[src/rtl/ldm_pkg.sv]
package ldm_pkg;
  typedef enum logic [1:0] {
    OP_WORD  = 2'd0,
    OP_BYTE  = 2'd1,
    OP_LEFT  = 2'd2,
    OP_RIGHT = 2'd3
  } ld_op_e;

  typedef enum logic [1:0] {
    ST_IDLE = 2'd0,
    ST_REQ  = 2'd1,
    ST_RESP = 2'd2
  } ld_state_e;
endpackage

[src/rtl/ldm_addr_check.sv]
module ldm_addr_check #(
  parameter int          AW        = 32,
  parameter int          OW        = 2,
  parameter logic [31:0] IMEM_BASE = 32'h1000_0000,
  parameter logic [31:0] IMEM_SIZE = 32'h0100_0000,
  parameter logic [31:0] DMEM_BASE = 32'h2000_0000,
  parameter logic [31:0] DMEM_SIZE = 32'h0400_0000,
  parameter logic [31:0] PORT_ADDR = 32'h3000_0000
) (
  input  logic [AW-1:0]  addr_i,
  input  ldm_pkg::ld_op_e op_i,
  output logic [AW-1:0]  word_addr_o,
  output logic           exc_o,
  output logic           port_o
);
  localparam int NREG = 3;

  logic [AW-1:0] base_a [NREG];
  logic [AW-1:0] size_a [NREG];
  logic [NREG-1:0] hit;
  logic misalign;

  assign base_a[0] = AW'(IMEM_BASE);
  assign size_a[0] = AW'(IMEM_SIZE);
  assign base_a[1] = AW'(DMEM_BASE);
  assign size_a[1] = AW'(DMEM_SIZE);
  assign base_a[2] = AW'(PORT_ADDR);
  assign size_a[2] = AW'(1 << OW);

  assign word_addr_o = {addr_i[AW-1:OW], {OW{1'b0}}};

  // region test on the fetched word only
  for (genvar r = 0; r < NREG; r++) begin : g_region
    logic [AW-1:0] rel;
    assign rel    = word_addr_o - base_a[r];
    assign hit[r] = rel < size_a[r];
  end

  assign misalign = (op_i == ldm_pkg::OP_WORD) && (addr_i[OW-1:0] != '0);
  assign exc_o    = ~(|hit) | misalign;
  assign port_o   = hit[2] & ~misalign;
endmodule

[src/rtl/ldm_merge.sv]
module ldm_merge #(
  parameter int DW = 32,
  parameter int NB = DW / 8,
  parameter int OW = $clog2(NB)
) (
  input  ldm_pkg::ld_op_e op_i,
  input  logic [OW-1:0]   off_i,
  input  logic [DW-1:0]   word_i,
  input  logic [DW-1:0]   old_i,
  output logic [DW-1:0]   result_o
);
  // lane/byte index 0 is the most significant (big-endian)
  logic [7:0] mb [NB];
  logic [7:0] ob [NB];
  logic [7:0] sel_byte;

  for (genvar j = 0; j < NB; j++) begin : g_split
    assign mb[j] = word_i[DW-1-8*j -: 8];
    assign ob[j] = old_i[DW-1-8*j -: 8];
  end

  assign sel_byte = mb[off_i];

  for (genvar p = 0; p < NB; p++) begin : g_lane
    logic [7:0] lane;
    always_comb begin
      lane = ob[p];
      unique case (op_i)
        ldm_pkg::OP_WORD: lane = mb[p];
        ldm_pkg::OP_BYTE: lane = (p == NB-1) ? sel_byte : {8{sel_byte[7]}};
        ldm_pkg::OP_LEFT: begin
          if (p + int'(off_i) <= NB-1) lane = mb[OW'(p + int'(off_i))];
        end
        ldm_pkg::OP_RIGHT: begin
          if (p >= NB-1-int'(off_i)) lane = mb[OW'(p - (NB-1-int'(off_i)))];
        end
        default: lane = ob[p];
      endcase
    end
    assign result_o[DW-1-8*p -: 8] = lane;
  end
endmodule

[src/rtl/ldm_ctrl.sv]
module ldm_ctrl #(
  parameter int AW = 32,
  parameter int DW = 32,
  parameter int OW = 2
) (
  input  logic            clk_i,
  input  logic            rst_ni,
  input  logic            start_i,
  input  ldm_pkg::ld_op_e op_i,
  input  logic [OW-1:0]   off_i,
  input  logic [AW-1:0]   word_addr_i,
  input  logic [DW-1:0]   old_i,
  input  logic            exc_i,
  input  logic            port_i,
  input  logic            gnt_i,
  input  logic [DW-1:0]   merged_i,
  output ldm_pkg::ld_op_e op_q_o,
  output logic [OW-1:0]   off_q_o,
  output logic [DW-1:0]   old_q_o,
  output logic            req_o,
  output logic [AW-1:0]   addr_o,
  output logic            consumed_o,
  output logic            done_o,
  output logic [DW-1:0]   result_o,
  output logic            exc_o
);
  import ldm_pkg::*;

  ld_state_e state_q;
  ld_op_e    op_q;
  logic [OW-1:0] off_q;
  logic [DW-1:0] old_q, res_q;
  logic [AW-1:0] wa_q;
  logic port_q, done_q, exc_q;

  always_ff @(posedge clk_i or negedge rst_ni) begin
    if (!rst_ni) begin
      state_q <= ST_IDLE;
      op_q    <= OP_WORD;
      off_q   <= '0;
      old_q   <= '0;
      res_q   <= '0;
      wa_q    <= '0;
      port_q  <= 1'b0;
      done_q  <= 1'b0;
      exc_q   <= 1'b0;
    end else begin
      done_q <= 1'b0;
      unique case (state_q)
        ST_IDLE: begin
          if (start_i) begin
            op_q   <= op_i;
            off_q  <= off_i;
            old_q  <= old_i;
            wa_q   <= word_addr_i;
            port_q <= port_i;
            if (exc_i) begin
              done_q <= 1'b1;
              exc_q  <= 1'b1;
              res_q  <= old_i;
            end else begin
              exc_q   <= 1'b0;
              state_q <= ST_REQ;
            end
          end
        end
        ST_REQ: if (gnt_i) state_q <= ST_RESP;
        ST_RESP: begin
          res_q   <= merged_i;
          exc_q   <= 1'b0;
          done_q  <= 1'b1;
          state_q <= ST_IDLE;
        end
        default: state_q <= ST_IDLE;
      endcase
    end
  end

  assign op_q_o     = op_q;
  assign off_q_o    = off_q;
  assign old_q_o    = old_q;
  assign req_o      = (state_q == ST_REQ);
  assign addr_o     = req_o ? wa_q : '0;
  assign consumed_o = req_o & gnt_i & port_q;
  assign done_o     = done_q;
  assign result_o   = res_q;
  assign exc_o      = exc_q & done_q;
endmodule

[src/rtl/ldmerge_unit.sv]
module ldmerge_unit #(
  parameter int          AW        = 32,
  parameter int          DW        = 32,
  parameter logic [31:0] IMEM_BASE = 32'h1000_0000,
  parameter logic [31:0] IMEM_SIZE = 32'h0100_0000,
  parameter logic [31:0] DMEM_BASE = 32'h2000_0000,
  parameter logic [31:0] DMEM_SIZE = 32'h0400_0000,
  parameter logic [31:0] PORT_ADDR = 32'h3000_0000
) (
  input  logic          clk_i,
  input  logic          rst_ni,
  input  logic          start_i,
  input  logic [1:0]    op_i,
  input  logic [AW-1:0] addr_i,
  input  logic [DW-1:0] old_i,
  output logic          mem_req_o,
  output logic [AW-1:0] mem_addr_o,
  input  logic          mem_gnt_i,
  input  logic [DW-1:0] mem_rdata_i,
  output logic          in_consumed_o,
  output logic          done_o,
  output logic [DW-1:0] result_o,
  output logic          exc_o
);
  localparam int NB = DW / 8;
  localparam int OW = $clog2(NB);

  ldm_pkg::ld_op_e op_in, op_q;
  logic [OW-1:0]  off_q;
  logic [DW-1:0]  old_q, merged;
  logic [AW-1:0]  word_addr;
  logic           chk_exc, chk_port;

  assign op_in = ldm_pkg::ld_op_e'(op_i);

  ldm_addr_check #(
    .AW(AW), .OW(OW),
    .IMEM_BASE(IMEM_BASE), .IMEM_SIZE(IMEM_SIZE),
    .DMEM_BASE(DMEM_BASE), .DMEM_SIZE(DMEM_SIZE),
    .PORT_ADDR(PORT_ADDR)
  ) u_chk_addr (
    .addr_i     (addr_i),
    .op_i       (op_in),
    .word_addr_o(word_addr),
    .exc_o      (chk_exc),
    .port_o     (chk_port)
  );

  ldm_ctrl #(.AW(AW), .DW(DW), .OW(OW)) u_ctrl (
    .clk_i      (clk_i),
    .rst_ni     (rst_ni),
    .start_i    (start_i),
    .op_i       (op_in),
    .off_i      (addr_i[OW-1:0]),
    .word_addr_i(word_addr),
    .old_i      (old_i),
    .exc_i      (chk_exc),
    .port_i     (chk_port),
    .gnt_i      (mem_gnt_i),
    .merged_i   (merged),
    .op_q_o     (op_q),
    .off_q_o    (off_q),
    .old_q_o    (old_q),
    .req_o      (mem_req_o),
    .addr_o     (mem_addr_o),
    .consumed_o (in_consumed_o),
    .done_o     (done_o),
    .result_o   (result_o),
    .exc_o      (exc_o)
  );

  ldm_merge #(.DW(DW), .NB(NB), .OW(OW)) u_merge (
    .op_i    (op_q),
    .off_i   (off_q),
    .word_i  (mem_rdata_i),
    .old_i   (old_q),
    .result_o(merged)
  );
endmodule

[config.mk]
export PLATFORM = sky130hd
export DESIGN_NAME = ldmerge_unit
export DESIGN_NICKNAME = d
export VERILOG_FILES = /design/src/rtl/ldm_pkg.sv /design/src/rtl/ldm_addr_check.sv /design/src/rtl/ldm_merge.sv /design/src/rtl/ldm_ctrl.sv /design/src/rtl/ldmerge_unit.sv
export SDC_FILE = /design/constraint.sdc
export NUM_CORES = 1
export LEC_CHECK = 0
export BUFFER_PORTS_ARGS = -buffer_cell sky130_fd_sc_hd__buf_2
export CAP_MARGIN = 25
export CORE_AREA = 2 2 124 126
export CTS_BUF_LIST = sky130_fd_sc_hd__clkbuf_16
export DETAILED_ROUTE_END_ITERATION = 8
export DIE_AREA = 0 0 126 128
export PLACE_DENSITY = 0.82
export SYNTH_ARGS = -nofsm -noshare
export SYNTH_HDL_FRONTEND = slang
export SYNTH_SLANG_ARGS = --single-unit
[constraint.sdc]
create_clock -name clk_i -period 2.95 [get_ports clk_i]
set_input_delay 0.59 -clock clk_i [delete_from_list [all_inputs] [get_ports clk_i]]
set_output_delay 0.59 -clock clk_i [all_outputs]
set_load 0.005 [all_outputs]
==> results.yml <==
worst_hold_path:
  hold_class: "input pin to async pin"
synthesis:
  synth_edf_count: 0
  yosys_warnings: 0
  ys_ff_latch: 103
  synth_top_area_share_pct: 35.8
  synth_flop_cell: "dfrtp_1"
  seq_area_frac_synth_pct: 35.8
  yosysTopAreaCell: "dfrtp_1"
  synth.avg_cell_area_sq_um: 11.0
  synth_cell_types: 53
  synth-async-reset-ratio_pct: 100
  synthCells: 656
  synth_area_leaders: "dfrtp_1 36%, mux2_2 11%, mux4_2 10%"
  synth_area_sq_um: 7200
grt:
  grt_pass1_wl_mm: 34.1
  grt_max_degree: 55
  antenna_found_initial: 1
  grt_pass1_vias: 6346
  grt_use_total_pct: 26.8
  grt_overflow_total: 0
outcome:
  run_status: "complete, no violations"
sta:
  worst_pin_slew_ps: 946
  fin_skew_ps: 12.4
  setup_tns_ps: 0
  drv_slew: 0
  hold_viol: 0
  finalSetupViolCount: 0
  min_period_over_period_pct: 88.4
  maxSlewHeadroom_pct: 36.9
  rsz0062_at_grt: "false"
  fin_crit_ps: 2610
  clock.fmax_ghz: 0.383
routing:
  drtIter0Drc: 591
  drcViolationCount: 0
  drt-wirelength-per-cell_um: 21.3
  vias: 6208
  ant_nets: 0
  viasPerCell: 6.31
  wl_mm: 21.0
  drtPass1Iterations: 5
layout:
  post-route-cell-area_sq_um: 8430
  nets: 901
  utilization_pct: 56.7
  multi_input_area_sq_um: 4230
  fillCellCount: 1293
  stdcell_count: 984
  area_growth_pct: 17.1
  layout-drive-gt1-share_pct: 45.0
  regArea_sq_um: 2580
setup_path:
  cp_max_fo: 13
  critPathCaptureType: "flip-flop"
  cp-start-kind: "flip-flop"
  cp.arrival_ps: 2850
  r2r_slack_ps: 340
  crit_required_ps: 3190
  crit_type: "flip-flop to flip-flop"
floorplanning:
  row_count: 45
  initial_core_util_pct: 48.5
  dieHeight_um: 128
  die_area_sq_um: 16100
  chipWidth_um: 126
  coreArea_sq_um: 14900
  ios: 170
clock_network:
  tritoncts: "done"
  cts_root_buf: "clkbuf_16"
  clk_latency_ps: 370
  postCtsSetupRepairBufs: 0
  clkSlewWorstSetupHoldPaths_ps: 80
  cts_hold_buffers: 0
  cts.sinks: 103
  post_cts_resized: 0
  cts.path.max_buffers: 2
  htreeDepth: 3
  numCtsBuffers: 9
placed_design:
  dp.cells: 967
  dp.final_hpwl_mm: 15.5
  io_buffers: 167
  routabilityCongestion: 0.937
  placed_area_sq_um: 8130
power_and_ir_drop:
  ir_worst_vdd_uv: 486
  power.leakage_nw: 3.57
  powerDensity_nw_per_um2: 488
job:
  drv_cap: 0
[cells by family after synthesis]
family          count (synthesis)  synth area share (%)
other cells                     1                0.0521
simple gates                  143                  10.5
xor+xnor                        1                 0.122
mux                           132                  25.1
fa+ha+maj                       9                  1.56
flops                         103                  35.8
buf+inv                        79                  5.98
compound gates                188                  20.9
[registers in the layout, indices dropped and copies added, names as in the netlist]
register         cells
u_ctrl.old_q_o      32
u_ctrl.off_q_o       2
u_ctrl.op_q_o        2
u_ctrl.wa_q         30
u_ctrl.result_o     32
u_ctrl.port_q        1
u_ctrl.state_q       2
u_ctrl.exc_q         1
u_ctrl.done_o        1
[cell type report]
class                      instances  share of cell area (%)
antenna                            1                  0.0297
clock buffer                       9                    2.67
clock inverter                     7                   0.964
inverter                          13                   0.579
multi-input combinational        475                    50.1
sequential                       103                    30.6
tap                              188                    2.79
timing repair buffer             188                    12.3
[cell usage in the layout (no fill, tap or decap), drive strengths merged, types with 27 or more instances in the layout]
cell	count
buf	188
a21oi	44
mux4	32
o21ai	38
dfrtp	103
nor2	34
mux2	71
mux2i	29
a41oi	27
o31ai	30
nor3	28
and2	33
[stage by stage]
step	setup slack (ps)	power [mW]	hold WS [ps]
2_1_floorplan	208	2.48	294
3_3_place_gp	393	2.85	482
3_5_place_dp	273	2.89	487
4_1_cts	384	4.13	160
5_1_grt	226	4.32	175
6_report	342	4.12	153
[critical path, stage by stage, from the launching register on]
cell	delay, ps
dfrtp_2	360
inv_1	110
ha_1	710
buf_4	250
mux4_2	310
mux2i_1	220
a211oi_1	150
a211oi_1	330
a21oi_2	50
[cell usage after synthesis, types with 2 or more instances]
| cell | number |
|---|---|
| buf_4 | 5 |
| mux2_2 | 71 |
| nor3_1 | 27 |
| nand3_1 | 10 |
| a41oi_1 | 8 |
| buf_6 | 5 |
| a211oi_1 | 23 |
| ha_1 | 9 |
| a21oi_1 | 25 |
| o21ai_1 | 2 |
| nor2b_1 | 3 |
| o31ai_1 | 28 |
| and2_1 | 33 |
| o211ai_1 | 8 |
| a41oi_2 | 19 |
| nor4_1 | 4 |
| clkbuf_1 | 27 |
| buf_8 | 2 |
| inv_1 | 12 |
| buf_1 | 7 |
| a2bb2oi_1 | 7 |
| dfrtp_1 | 103 |
| buf_2 | 18 |
| nor2_1 | 34 |
| nand4_1 | 2 |
| mux4_2 | 32 |
| a21oi_2 | 19 |
| buf_12 | 2 |
| o21ai_0 | 36 |
| o22a_1 | 5 |
| mux2i_1 | 29 |
| nand2_1 | 17 |
| nand2b_1 | 4 |
[power by group]
| group | total [mW] | switching (mW) | internal (mW) | leakage (nW) |
|---|---|---|---|---|
| registers | 1.68 | 0.109 | 1.57 | 1.22 |
| logic | 1.20 | 0.628 | 0.572 | 2.20 |
| clock network | 1.24 | 0.626 | 0.611 | 0.150 |
[final timing paths]
kind	startpoint	endpoint	cells past startpoint
setup / recovery	u_ctrl.off_q_o[0]	u_ctrl.result_o[4]	8
hold / removal	rst_ni	u_ctrl.old_q_o[14]	1
setup reg to reg	u_ctrl.off_q_o[0]	u_ctrl.result_o[4]	8
min in group clk_i	op_i[0]	u_ctrl.op_q_o[0]	3
max in group asynchronous	rst_ni	u_ctrl.wa_q[2]	2
hold reg to reg	u_ctrl.wa_q[2]	u_ctrl.wa_q[2]	1
[layer usage]
metal  track usage (%)  up-vias  wire length (um)
met3              7.97       69              2040
met4              10.5        2               726
met2              44.1      352             10200
met1              33.3     3017              8060
met5                 0        -                11
li1                  -     2768                 -
No activity file was read; power rests on OpenSTA's default activity.
